`config.mk`:
```
export PLATFORM = sky130hd
export DESIGN_NAME = lru_repl_unit
export DESIGN_NICKNAME = d
export VERILOG_FILES = /design/src/rtl/lru_pkg.sv /design/src/rtl/lru_age_update.sv /design/src/rtl/lru_zero_find.sv /design/src/rtl/lru_repl_unit.sv
export SDC_FILE = /design/constraint.sdc
export NUM_CORES = 1
export LEC_CHECK = 0
export ABC_AREA = 1
export BUFFER_PORTS_ARGS = -buffer_cell sky130_fd_sc_hd__clkbuf_2
export CAP_MARGIN = 0
export CORE_MARGIN = 3
export CORE_UTILIZATION = 55
export DETAILED_ROUTE_END_ITERATION = 8
export GPL_ROUTABILITY_DRIVEN = 1
export PLACE_DENSITY = 0.74
export SLEW_MARGIN = 5
export SYNTH_ARGS = -nofsm -noshare
export SYNTH_HDL_FRONTEND = slang
export SYNTH_SLANG_ARGS = --single-unit
```
`constraint.sdc`:
```
create_clock -name clk -period 2.2 [get_ports clk]
set_input_delay 0.11 -clock clk [delete_from_list [all_inputs] [get_ports clk]]
set_output_delay 0.11 -clock clk [all_outputs]
set_load 0.1 [all_outputs]
```
`src/rtl/lru_pkg.sv`:
```
package lru_pkg;
    typedef enum logic [0:0] {
        OUT_IDLE  = 1'b0,
        OUT_VALID = 1'b1
    } out_state_t;
endpackage

```
`src/rtl/lru_age_update.sv`:
```
module lru_age_update #(
    parameter int WAYS = 4,
    localparam int CW = $clog2(WAYS)
) (
    input  logic [WAYS*CW-1:0] row_in,
    input  logic [CW-1:0]      hit_way,
    output logic [WAYS*CW-1:0] row_out
);
    localparam logic [CW-1:0] TOP = CW'(WAYS - 1);

    logic [CW-1:0] old_age;

    always_comb begin
        old_age = row_in[hit_way*CW +: CW];
    end

    for (genvar w = 0; w < WAYS; w++) begin : g_way
        logic [CW-1:0] cur;
        assign cur = row_in[w*CW +: CW];
        always_comb begin
            if (CW'(w) == hit_way) begin
                row_out[w*CW +: CW] = TOP;
            end else if (cur > old_age) begin
                row_out[w*CW +: CW] = cur - 1'b1;
            end else begin
                row_out[w*CW +: CW] = cur;
            end
        end
    end
endmodule

```
`src/rtl/lru_zero_find.sv`:
```
module lru_zero_find #(
    parameter int WAYS = 4,
    localparam int CW = $clog2(WAYS)
) (
    input  logic [WAYS*CW-1:0] row_in,
    output logic [CW-1:0]      zero_way,
    output logic [WAYS-1:0]    zero_mask
);
    for (genvar w = 0; w < WAYS; w++) begin : g_cmp
        assign zero_mask[w] = (row_in[w*CW +: CW] == '0);
    end

    always_comb begin
        zero_way = '0;
        for (int w = WAYS - 1; w >= 0; w--) begin
            if (zero_mask[w]) begin
                zero_way = CW'(w);
            end
        end
    end
endmodule

```
`src/rtl/lru_repl_unit.sv`:
```
module lru_repl_unit #(
    parameter int WAYS = 4,
    parameter int SETS = 16,
    localparam int CW = $clog2(WAYS),
    localparam int SW = (SETS > 1) ? $clog2(SETS) : 1
) (
    input  logic          clk,
    input  logic          rst_n,
    input  logic [SW-1:0] set_idx,
    input  logic          acc_valid,
    input  logic [CW-1:0] acc_way,
    input  logic          repl_req,
    output logic [CW-1:0] victim_way,
    output logic          victim_valid
);
    import lru_pkg::*;

    localparam logic [CW-1:0] TOP = CW'(WAYS - 1);

    logic [WAYS*CW-1:0] age_q [SETS];
    logic [WAYS*CW-1:0] rd_row;
    logic [WAYS*CW-1:0] wr_row;
    logic [CW-1:0]      pick_way;
    logic [WAYS-1:0]    zero_mask;
    logic [CW-1:0]      victim_q;
    out_state_t         st_q;
    out_state_t         st_d;

    assign rd_row = age_q[set_idx];

    lru_age_update #(.WAYS(WAYS)) u_upd (
        .row_in  (rd_row),
        .hit_way (acc_way),
        .row_out (wr_row)
    );

    lru_zero_find #(.WAYS(WAYS)) u_zero (
        .row_in    (rd_row),
        .zero_way  (pick_way),
        .zero_mask (zero_mask)
    );

    // counter storage: reset to a permutation, written on access
    always_ff @(posedge clk or negedge rst_n) begin
        if (!rst_n) begin
            for (int s = 0; s < SETS; s++) begin
                for (int w = 0; w < WAYS; w++) begin
                    age_q[s][w*CW +: CW] <= CW'(w);
                end
            end
        end else if (acc_valid) begin
            age_q[set_idx] <= wr_row;
        end
    end

    // output state machine
    always_comb begin
        st_d = repl_req ? OUT_VALID : OUT_IDLE;
    end

    always_ff @(posedge clk or negedge rst_n) begin
        if (!rst_n) begin
            st_q     <= OUT_IDLE;
            victim_q <= '0;
        end else begin
            st_q <= st_d;
            if (repl_req) begin
                victim_q <= pick_way;
            end
        end
    end

    always_comb begin
        victim_way = victim_q;
        unique case (st_q)
            OUT_IDLE:  victim_valid = 1'b0;
            OUT_VALID: victim_valid = 1'b1;
            default:   victim_valid = 1'b0;
        endcase
    end

    // checker state: remember last access to verify its MRU write
    logic          chk_acc;
    logic [SW-1:0] chk_set;
    logic [CW-1:0] chk_way;
    logic [CW-1:0] chk_age;

    always_ff @(posedge clk or negedge rst_n) begin
        if (!rst_n) begin
            chk_acc <= 1'b0;
            chk_set <= '0;
            chk_way <= '0;
        end else begin
            chk_acc <= acc_valid;
            chk_set <= set_idx;
            chk_way <= acc_way;
        end
    end

    always_comb begin
        chk_age = age_q[chk_set][chk_way*CW +: CW];
    end


    one_zero_chk: assert property (@(posedge clk) disable iff (!rst_n)
        $countones(zero_mask) == 1);


    mru_write_chk: assert property (@(posedge clk) disable iff (!rst_n)
        chk_acc |-> chk_age == TOP);


    valid_after_req_chk: assert property (@(posedge clk) disable iff (!rst_n)
        repl_req |=> victim_valid);


    no_spurious_valid_chk: assert property (@(posedge clk) disable iff (!rst_n)
        !repl_req |=> !victim_valid);


    victim_hold_chk: assert property (@(posedge clk) disable iff (!rst_n)
        !repl_req |=> $stable(victim_way));
endmodule

```
==> summary.md <==
| Metric | Value |
|---|---|
| First-pass GRT wire length | `33090 um` |
| Class of the worst hold path | `in -> async` |
| RSZ-0062 raised after global routing | `true` |
| Ports | `13` |
| Adder-cell share of the synthesized area | `2.130%` |
| Area post-placement | `0.007604 mm^2` |
| Synth Flop Type | `dfrtp_1` |
| Crit path time final | `2.474 ns` |
| Post-Syn Area | `0.007051 mm^2` |
| Status | `complete, but fails checks` |
| WP data required | `2.57 ns` |
| Die Width | `119.2 um` |
| Fillers | `910` |
| Routed WL | `20950 um` |
| Area of the core | `0.01226 mm^2` |
| Worst Reg2Reg Path Length in Cells | `20` |
| # diodes | `0` |
| Compound-Gate Fraction of Synth Area | `1.562%` |
| Slew headroom | `57.23%` |
| Failing checks | `negative setup slack` |
| Setup-failing EPs final | `128` |
| Ys Warns | `0` |
| Clock sink count | `131` |
| Yosys cell types | `23` |
| Grt total ovfl | `0` |
| CTS tree | `yes` |
| Synth area leader | `nand2_1` |
| Root Driver | `clkbuf_16` |
| Largest net degree at the start of global routing | `72` |
| Nets | `1104` |
| Mean Syn Cell Area | `6.995 um^2` |
| Fmax | `0.4042 GHz` |
| CP Launch Type | `flop` |
| Mux share of post-synthesis cell area | `0%` |
| Max incr delay on CP | `0.53 ns` |
| Area Overhead vs Synth | `27.67%` |
| Slew Limit Fails | `0` |
| Fraction of synthesized cell area taken by the top area cell type | `36.73%` |
| Initial core utilization | `57.50%` |
| Worst EP arrival | `2.84 ns` |
| Vias per cell | `5.313` |
| Crit Path Max Fanout | `8` |
| Initial antenna violation count | `0` |
| Clock latency on the worst-skew pair | `0.43 ns` |
| Family with the most delay on the worst path | `simple AND/OR/NAND/NOR gates` |
| Die Ht | `119.2 um` |
| Commonest cells post-synth | `nand2_1 (690), dfrtp_1 (67), dfstp_2 (64)` |
| Area contributors post-synth | `nand2_1 (37%), dfstp_2 (24%), dfrtp_1 (24%), inv_1 (2.6%), ha_1 (2.1%)` |
| Synth Area in Simple Gates | `42.45%` |
| Static Leakage | `4.818 nW` |
| Routed len/inst | `16.58 um` |
| Worst IR drop on VDD | `0.7370 mV` |
| EDFF count, synth | `0` |
| Remaining antenna violation count after routing | `0` |
| DR DRC count | `0` |
| WP buf/inv | `3` |
| CTS buffer count | `17` |
| Path length in cells of the critical path | `20` |
| H-tree depth | `4` |
| # port buffers | `12` |
| Syn Inst Count | `1008` |
| Post-synth net total | `1030` |
| Hold Fails Final Rpt | `0` |
| Layout cells sized above 1 | `33.52%` |
| FF+latch count, synth | `131` |
| Clock Path Buffers | `2` |
| Vias in the first global route | `6426` |
| Power per Cell Area | `1585 mW/mm^2` |
| FF-to-FF Start | `age_q[55]` |
| DR iter-0 viols | `666` |
| Most common cell in the netlist | `nand2_1` |
| Worst-path clk slew | `0.06 ns` |
| XOR/XNOR Fraction of Synth Area | `0%` |
| Max-cap violation count | `0` |
| Largest family of logic cells by synthesized area | `simple AND/OR/NAND/NOR gates` |
| Dpl hpwl | `12770 um` |
| Placer Congestion | `0.9209` |
| Setup CP Type | `reg -> reg` |
| Vias post-DR | `6710` |
| Crit-path slowest cell | `dfstp_2` |
| Worst path most repeated cell | `nand2_1` |
| Setup crit end kind | `flop` |
| Tcrit/Tclk final | `112.5%` |
| R2R setup slack | `-0.27 ns` |
| Die area | `0.01421 mm^2` |
| Setup total negative slack | `-26.87 ns` |
| Async set-or-reset flop fraction in the synthesized netlist | `100.0%` |
| Ordered list of cells on the worst path | `nand2_1 > nand2_1 > nand2_1 > nand3_2 > nand2_1 > nand2_1 > inv_2 > nand2_2 > nand3_2 > nand2_2 > nor2_4 > ha_4 > inv_2 > o21ai_2 > nand2_2 > o21ai_2 > inv_2 > nand2_8 > nand2_1 > nand2_1` |
| Tightest Pin Transition | `0.6415 ns` |
| TritonRoute pass-1 iters | `4` |
| Pre-CTS WS | `-0.4920 ns` |
| Rows | `40` |
| Global Route Usage Sum | `30.04%` |
| R2r endpoint | `age_q[109]` |
| Post-route cell area | `0.009001 mm^2` |
| Clock Skew | `0.009194 ns` |
| Post-synthesis sequential area ratio | `47.63%` |
| PnR worst setup slack | `-0.2740 ns` |
cell families (layout without fill, tap and decap cells):
logic type / count (synthesis) / after routing
AND/OR/NAND/NOR: 757 / 761
flip-flops: 131 / 131
buffers and inverters: 87 / 170
AO/OA/AOI/OAI: 21 / 21
adder cells (fa/ha/maj): 12 / 12
cell type report:
type | count | area, um^2 | share of cell area (%)
Multi-Input combinational cell | 794 | 3916 | 43.51
Sequential cell | 131 | 3358 | 37.31
Timing Repair Buffer | 77 | 664.4 | 7.381
Clock buffer | 20 | 456.7 | 5.074
Inverter | 61 | 241.5 | 2.683
Tap cell | 168 | 210.2 | 2.335
Clock inverter | 12 | 153.9 | 1.710
worst register-to-register path, cell delays in order (launching register included):
cell     delay, ns
dfstp_2       0.53
nand2_1       0.05
nand2_1       0.08
nand2_1       0.07
nand3_2       0.08
nand2_1       0.06
nand2_1       0.07
inv_2         0.05
nand2_2       0.07
nand3_2       0.06
nand2_2       0.08
nor2_4        0.07
ha_4          0.28
inv_2         0.04
o21ai_2       0.15
nand2_2       0.12
o21ai_2       0.15
inv_2         0.11
nand2_8       0.13
nand2_1       0.08
nand2_1       0.09
metal layers:
metal	vias up	track usage [%]	wire, um
li1	3185	-	-
met1	3233	40.14	8944
met2	236	48.36	9965
met3	56	5.033	1286
met4	0	13.03	748
met5	-	0	0
cell usage in the layout (no fill, tap or decap), drive strengths merged:
master / n
a21oi: 4
buf: 64
bufinv: 3
clkbuf: 31
clkinv: 5
clkinvlp: 3
dfrtp: 67
dfstp: 64
dlygate4sd3: 2
ha: 12
inv: 62
nand2: 706
nand3: 21
nor2: 34
o21ai: 15
o22ai: 1
o32ai: 1
how the worst max path moves through the flow:
stage               start          to
6_report        age_q[55]  age_q[109]
5_1_grt         age_q[21]   age_q[91]
4_1_cts        age_q[127]   age_q[89]
3_5_place_dp   set_idx[0]  age_q[121]
3_3_place_gp   set_idx[0]  age_q[101]
2_1_floorplan   age_q[61]    age_q[0]
through the flow:
step	util, %	hold slack [ns]	power [mW]	instances
6_report	73.41	0.06928	14.27	1263
5_1_grt	73.41	0.07496	15.07	1263
4_1_cts	70.55	0.06633	13.31	1260
3_5_place_dp	62.01	-0.03799	9.224	1220
3_3_place_gp	62.01	-0.03900	9.124	1220
2_1_floorplan	-	-0.1856	7.787	1008
state kept, by name, indices dropped and copies added, names as in the netlist:
name and count:
age_q 128, st_q 1, victim_way 2
where the power goes:
group	internal, mW	total (mW)	switching, mW
sequential	4.02	4.71	0.692
combinational	2.43	6.62	4.18
clock	1.84	2.94	1.10
timing repair:
| item | CTS | global route |
|---|---|---|
| pin swaps | 39 | 58 |
| hold buffers | 2 | 0 |
| hold endpoints to repair | 72 | 0 |
| setup endpoints to repair | 128 | 128 |
| cloned | 3 | 1 |
| setup buffers | 3 | 3 |
| gates resized for setup | 113 | 90 |
No activity file was read; power rests on OpenSTA's default activity.
